### src/rtl/sieve_scan.sv
module sieve_scan #(
  parameter int SLOTS = 16,
  parameter int IVL_W = 16,
  parameter int WT_W  = 8,
  parameter int SUM_W = 10,
  parameter int IDX_W = 20
) (
  input  logic                     clk,
  input  logic                     rst_n,
  input  logic                     cfg_we,
  input  logic [$clog2(SLOTS)-1:0] cfg_slot,
  input  logic [IVL_W-1:0]         cfg_interval,
  input  logic [IVL_W-1:0]         cfg_offset,
  input  logic [WT_W-1:0]          cfg_weight,
  input  logic                     cfg_enable,
  input  logic [SUM_W-1:0]         thresh,
  input  logic [IDX_W-1:0]         run_len,
  input  logic                     start,
  output logic                     busy,
  output logic                     done,
  output logic                     cand_valid,
  output logic [IDX_W-1:0]         cand_index
);
  localparam logic [IVL_W-1:0] ONE = IVL_W'(1);

  logic [IVL_W-1:0] ivl [SLOTS];
  logic [IVL_W-1:0] ofs [SLOTS];
  logic [IVL_W-1:0] cnt [SLOTS];
  logic [WT_W-1:0]  wt  [SLOTS];
  logic [SLOTS-1:0] en;
  logic [SLOTS-1:0] hit;
  logic [IDX_W-1:0] idx;
  logic [SUM_W-1:0] sum;

  wire go   = start && !busy;
  wire last = busy && (idx == run_len - IDX_W'(1));

  always_comb begin
    logic [SUM_W:0] t;
    sum = '0;
    for (int i = 0; i < SLOTS; i++) begin
      t   = {1'b0, sum} + (hit[i] ? (SUM_W+1)'(wt[i]) : '0);
      sum = t[SUM_W] ? '1 : t[SUM_W-1:0];
    end
  end

  for (genvar g = 0; g < SLOTS; g++) begin : g_slot
    assign hit[g] = en[g] && (cnt[g] == '0);

    always_ff @(posedge clk or negedge rst_n) begin
      if (!rst_n) begin
        ivl[g] <= '0;
        ofs[g] <= '0;
        wt[g]  <= '0;
        en[g]  <= 1'b0;
        cnt[g] <= '0;
      end else begin
        if (cfg_we && !busy && (int'(cfg_slot) == g)) begin
          ivl[g] <= cfg_interval;
          ofs[g] <= cfg_offset;
          wt[g]  <= cfg_weight;
          en[g]  <= cfg_enable;
        end
        if (go)
          cnt[g] <= ofs[g];
        else if (busy)
          cnt[g] <= hit[g] ? ivl[g] - ONE : cnt[g] - ONE;
      end
    end

    AST_RELOAD: assert property (@(posedge clk) disable iff (!rst_n)
      busy && hit[g] |=> cnt[g] == $past(ivl[g]) - ONE);
    AST_NO_WRAP: assert property (@(posedge clk) disable iff (!rst_n)
      hit[g] |-> sum >= SUM_W'(wt[g]));
  end

  always_ff @(posedge clk or negedge rst_n) begin
    if (!rst_n) begin
      busy       <= 1'b0;
      done       <= 1'b0;
      idx        <= '0;
      cand_valid <= 1'b0;
      cand_index <= '0;
    end else begin
      cand_valid <= busy && (sum >= thresh);
      cand_index <= idx;
      if (go) begin
        idx  <= '0;
        busy <= (run_len != '0);
        done <= (run_len == '0);
      end else if (busy) begin
        idx <= idx + IDX_W'(1);
        if (last) begin
          busy <= 1'b0;
          done <= 1'b1;
        end
      end
    end
  end

  AST_EXCL: assert property (@(posedge clk) disable iff (!rst_n)
    !(busy && done));
  AST_CAND_SRC: assert property (@(posedge clk) disable iff (!rst_n)
    cand_valid |-> $past(busy));
  AST_STEP: assert property (@(posedge clk) disable iff (!rst_n)
    cand_valid && $past(cand_valid) |-> cand_index == $past(cand_index) + IDX_W'(1));
  AST_DONE_SRC: assert property (@(posedge clk) disable iff (!rst_n)
    $rose(done) |-> $past(start) || $past(busy));
endmodule

### config.mk
export PLATFORM = sky130hd
export DESIGN_NAME = sieve_scan
export DESIGN_NICKNAME = d
export VERILOG_FILES = /design/src/rtl/sieve_scan.sv
export SDC_FILE = /design/constraint.sdc
export NUM_CORES = 2
export LEC_CHECK = 0
export ABC_AREA = 1
export BUFFER_PORTS_ARGS = -buffer_cell sky130_fd_sc_hd__buf_2
export CAP_MARGIN = 20
export CORE_MARGIN = 1.5
export CORE_UTILIZATION = 60
export DETAILED_ROUTE_END_ITERATION = 8
export HOLD_SLACK_MARGIN = 0.06
export PLACE_DENSITY = 0.82
export SYNTH_ARGS = -nofsm -noshare
export SYNTH_HDL_FRONTEND = slang
export SYNTH_SLANG_ARGS = --single-unit
export TNS_END_PERCENT = 30
### constraint.sdc
create_clock -name clk -period 27.6 [get_ports clk]
set_clock_uncertainty 0.15 [all_clocks]
set_input_delay 5.52 -clock clk [delete_from_list [all_inputs] [get_ports clk]]
set_output_delay 5.52 -clock clk [all_outputs]
set_load 0.03 [all_outputs]
Yosys cells after proc, flatten, opt, wreduce, memory -nomap -nowiden
Index checks and enable logic that the tools add are counted.
- flip-flop bits (word level): 955
- input port bits: 79
- output and inout port bits: 23
- logic and storage cells: 298
- add/subtract/negate cells: 49
- magnitude comparators: 1
- eq/ne operators: 16
- muxes and demuxes: 88
- reductions and logical operators: 59
- operators by type and width (kind ; number):
    2-to-1 mux 16 bit ; 48
    subtractor 16 x 1 -> 16 bit (second input constant) ; 32
    logical NOT 16 bit ; 16
    adder 10 x 8 -> 11 bit ; 15
    2-to-1 mux 10 bit ; 16
    2-to-1 mux 8 bit ; 16
    2-to-1 mux 20 bit ; 2
    logical AND 1 bit ; 36
    equality test 4 bit (second input constant) ; 8
    adder 20 x 1 -> 20 bit (second input constant) ; 1
    equality test 20 bit ; 1
    logical NOT 20 bit ; 1
    nonzero test 20 bit ; 1
    subtractor 20 x 1 -> 20 bit (second input constant) ; 1
    equality test 4 x 3 -> 1 bit (second input constant) ; 4
    >= comparator 10 bit ; 1
    equality test 4 x 2 -> 1 bit (second input constant) ; 2
    2-to-1 mux 1 bit ; 6
    equality test 4 x 1 -> 1 bit (second input constant) ; 1
    logical NOT 4 bit ; 1
    nonzero test 2 bit ; 2
    AND reduction 2 bit ; 1
    logical NOT 1 bit ; 1

Depth between registers and ports, before layout
- depth in word-level cells: 36
- gate-level depth with buffers: 200
- mapped depth without buffers: 199

Worst setup path after synthesis
Ideal clock, no wire load.
- path kind: reg2reg
- start: register cnt[250] (netlist name)
- end: register cand_valid
- setup time: 120 ps
- arrival: 25189 ps
- data required time: 27330 ps
- setup slack: 2141 ps
- cell stages (with the launch flop): 200
- path buffers: 1
- clock period less this slack: 25459 ps
- path through: dfrtp_1 > inv_1 > nand2_1 > nor4_1 > nand3_1 > inv_1 > clkbuf_1 > nand2_1 > fa_1 > nand3b_1 > nand2_2 > xor2_1 > inv_1 > ha_1 > nand2_1 > inv_1 > nand2_1 > nand3_1 > [164 not listed] > nor2_1 > o21ai_0 > inv_1 > nor2_4 > nand2_4 > nand2_1 > ha_1 > a21boi_0 > o21a_1 > o21a_1 > o21a_1 > o21a_1 > o21a_1 > o21a_1 > o21a_1 > o21a_1 > o21ai_0 > inv_1
- cells in the longest elaborated chain, start to end: 36
- ends and longest elaborated chain (element ; RTL line ; RTL):
    start: declaration ; 28 ; logic [IVL_W-1:0] cnt [SLOTS];
    start signal: indexed assignment ; 65 ; cnt[g] <= ofs[g];
    start signal: indexed assignment ; 67 ; cnt[g] <= hit[g] ? ivl[g] - ONE : cnt[g] - ONE;
    logical NOT 16 bit ; 48 ; assign hit[g] = en[g] && (cnt[g] == '0);
    logical AND 1 bit ; 48 ;
    2-to-1 mux 8 bit ; 42 ; t = {1'b0, sum} + (hit[i] ? (SUM_W+1)'(wt[i]) : '0);
    2-to-1 mux 10 bit ; 43 ; sum = t[SUM_W] ? '1 : t[SUM_W-1:0];
    adder 10 x 8 -> 11 bit ; 42 ;
    2-to-1 mux 10 bit ; 43 ;
    adder 10 x 8 -> 11 bit ; 42 ;
    2-to-1 mux 10 bit ; 43 ;
    [20 not listed] ; n/a ;
    adder 10 x 8 -> 11 bit ; 42 ;
    2-to-1 mux 10 bit ; 43 ;
    adder 10 x 8 -> 11 bit ; 42 ;
    2-to-1 mux 10 bit ; 43 ;
    adder 10 x 8 -> 11 bit ; 42 ;
    2-to-1 mux 10 bit ; 43 ;
    >= comparator 10 bit ; 85 ; cand_valid <= busy && (sum >= thresh);
    logical AND 1 bit ; 85 ;
    end signal: assignment ; 85 ;
    end: declaration ; 21 ; output logic cand_valid,
No other way between the ends.
A chain may end at the register's enable or synchronous reset.

Final worst setup path
- start: register cnt[227] (netlist name)
- end: register cand_valid
- cells in the longest elaborated chain, start to end: 35
- ends and longest elaborated chain (element ; RTL line):
    logical NOT 16 bit ; 48
    logical AND 1 bit ; 48
    2-to-1 mux 8 bit ; 42
    adder 10 x 8 -> 11 bit ; 42
    2-to-1 mux 10 bit ; 43
    adder 10 x 8 -> 11 bit ; 42
    2-to-1 mux 10 bit ; 43
    adder 10 x 8 -> 11 bit ; 42
    [19 not listed] ; n/a
    adder 10 x 8 -> 11 bit ; 42
    2-to-1 mux 10 bit ; 43
    adder 10 x 8 -> 11 bit ; 42
    2-to-1 mux 10 bit ; 43
    adder 10 x 8 -> 11 bit ; 42
    2-to-1 mux 10 bit ; 43
    >= comparator 10 bit ; 85
    logical AND 1 bit ; 85
No other way between the ends.

==> metrics.txt <==
Synth cell types 53; first-pass detailed-route iteration total 6; area of the core ~80,000 sq um; crit-path max cell delay between 300 and 400 ps; dpl ws 106 ps; Root Driver clkbuf_16; Crit path top cell by count nand2_1; maxcap violations 0; commonest cells in the netlist nand2_1, dfrtp_1, o21ai_0, inv_1, nor2_1; #FFs+latches synth about 960; Internal ~0.003 W; synth warn 0; worst-path fanout max 8; Sink Count around 960; max-slew violation count 0; Top FF cell, synth dfrtp_1; CP Capture Type register; Final setup violation count 0; Setup CP Type reg2reg; largest family of logic cells by synthesized area simple AND/OR/NAND/NOR gates; ys async rst share between 90% and 100%; drt via density slightly below 6; DRT Wirelength ~140,000 microns; Design Area, Final ~55,000 sq um; Sw Pwr 0.00146 W; post-synthesis sequential area ratio approximately 48%; num rows 105; Peak VDD IR about 0.000055 V; total track usage 33.3%; syn avg cell area 8.01 sq um; total CTS buffers 97; via count ~43,000; die area about 85,000 sq um; Fin. Hold Viols 0; largest area contributor in the netlist dfrtp_1; Fmax achieved between 30 and 40 MHz; layout cells sized above 1 under 10%; IO Pins 102; share of the synthesized area in the top cell type 47.9%; worst slew pin tran roughly 1200 ps; chip height around 290 microns; Final Critical Period 25,510 ps; Slowest cell on crit path dfrtp_1; first-pass GRT wire length 224,000 microns; Hold WC Path Type reg2reg; status finished clean; Die Width around 290 microns; Synth Area in Compound Gates between 10% and 20%; clock-pin slew on the worst setup and hold paths 60 ps; post-DR wirelength/cell roughly 19 microns; Mapped Nets 6,473; final period utilization 92.4%; global route overflow 0; startpoint type of the worst setup path register; ANT nets after route 0; DRC 0; FILL cells between 6,000 and 7,000; post-synthesis adder-cell area fraction ~4.3%; Pwr Density between 70 and 80 nW/um^2; largest net degree at the start of global routing between 150 and 200; Syn Inst Count ~6,200; Pwr Total approximately 0.0044 W; count leader, synth nand2_1; ranking of synthesized cells by area dfrtp_1, nand2_1, o21ai_0; leakage around 28 nW; final worst slack 2090 ps; area grow syn2layout 10.8%; switch share approximately 33%; post-synthesis simple-gate area fraction roughly a fifth; Clock power frac roughly a third; CP arrival 25,910 ps; cell area after synthesis around 50,000 sq um; CTS tree yes; logic gate share of total power 25.3%; Nets around 6,500; CTS max path bufs 3; Starting DRT DRC Count between 4,000 and 5,000; Reg power frac 42.5%; initial core utilization between 60 and 70%; clk_lat worst skew between 600 and 700 ps; routability-driven placement congestion ratio 0.908; initial antenna violation count 2; CTS HTree Levels 3; post-synthesis mux area share less than 1%; vias in the first global route ~42,000; Critical Path RT between 20,000 and 30,000 ps; Rel. slew slack between 20% and 30%; DPL Wire Length between 80,000 and 90,000 microns; EDFF count, synth 0; Post-DP Area around 51,000 sq um; Synth Area in XOR/XNOR under 10%; I/O Buffers a little over 100
layer usage:
layer  vias to the layer above  track usage [%]  routed length [microns]  share of wire (%)
met3                       410             5.42                    13000                9.2
met5                         -                0                        0                  0
met1                     20725             44.4                    57200                 40
met4                         0             14.9                     6470                4.6
li1                      20337                -                        -                  -
met2                      1914             53.9                    65400                 46
critical path: cells and delay by family (launching register included):
family          cells  cell delay (ps)
flops               1              390
xor+xnor            2              260
fa+ha+maj          26             7630
buf+inv            32             2600
compound gates     42             5590
simple gates       98             8710
path summary, 6_finish.rpt:
kind	startpoint	end	cells past startpoint	slack (ps)
setup / recovery	cnt[227]	cand_valid	200	2090
hold / removal	idx[13]	cand_index[13]	0	290
setup reg to reg	cnt[227]	cand_valid	200	2090
hold reg to reg	idx[13]	cand_index[13]	0	290
max in group asynchronous	rst_n	wt[70]	6	17840
min in group asynchronous	rst_n	ofs[138]	1	4670
state kept, by name, summed over array words and instances (netlist names):
name,cells
busy,1
cand_index,20
cand_valid,1
cnt,256
done,1
en,16
idx,20
ivl,256
ofs,256
wt,128
cells in the final DEF, fill, tap and decap left out, types with 18 or more instances in the layout:
cell type,instances
o21ai_0,775
xnor2_1,73
nand3_1,173
clkbuf_8,21
nand2_1,1513
o221ai_1,80
o211ai_1,137
clkbuf_16,100
clkbuf_1,21
nor3_1,73
dfrtp_1,954
nand4_1,76
buf_2,100
nor2_2,28
nor2_1,418
buf_4,99
a21oi_1,315
nand2_2,38
o21a_1,18
inv_1,768
ha_1,146
nand3_2,18
xor2_1,168
cell families after synthesis:
family                     after synthesis
and+or+nand+nor                       2392
AOI/OAI and AO/OA                     1407
buffers and inverters                 1069
DFF                                    955
xor gates and xnor gates               241
adders and majority gates              164
muxes                                    2
final cells by class:
class / count / area [sq um] / area share (%)
diodes: 4 / 10.0 / 0.0181
clock buffers: 142 / 2870 / 5.19
clock inverters: 41 / 583 / 1.05
inverters: 793 / 2980 / 5.40
multi-input cells: 4206 / 22200 / 40.2
flip-flops and latches: 955 / 23900 / 43.2
well taps: 1070 / 1340 / 2.42
repair buffers: 206 / 1380 / 2.50
what timing repair did:
item	CTS	global route
buffers inserted	0	22
endpoints found under the setup margin	0	1
hold buffers	0	0
resized for setup	0	66
stage by stage:
| stage | utilization [%] | cells | hold WS (ps) | TNS [ps] |
|---|---|---|---|---|
| after floorplan | - | 6230 | 243 | 0 |
| after global placement | 62.5 | 7204 | 269 | 0 |
| after detailed placement | 62.5 | 7205 | 272 | 0 |
| after CTS | 66.7 | 7388 | 286 | 0 |
| after global routing | 67.2 | 7413 | 308 | -285 |
| final | 67.2 | 7417 | 287 | 0 |
power by group through the flow:
| stage | clock network (W) | registers (W) | logic (W) |
|---|---|---|---|
| 2_1_floorplan | 0 | 0.00185 | 0.000814 |
| 3_3_place_gp | 0 | 0.00187 | 0.00103 |
| 3_5_place_dp | 0 | 0.00188 | 0.00107 |
| 4_1_cts | 0.00142 | 0.00186 | 0.00109 |
| 5_1_grt | 0.00148 | 0.00190 | 0.00126 |
| 6_report | 0.00141 | 0.00187 | 0.00111 |
(Power assumes the default switching activity.)
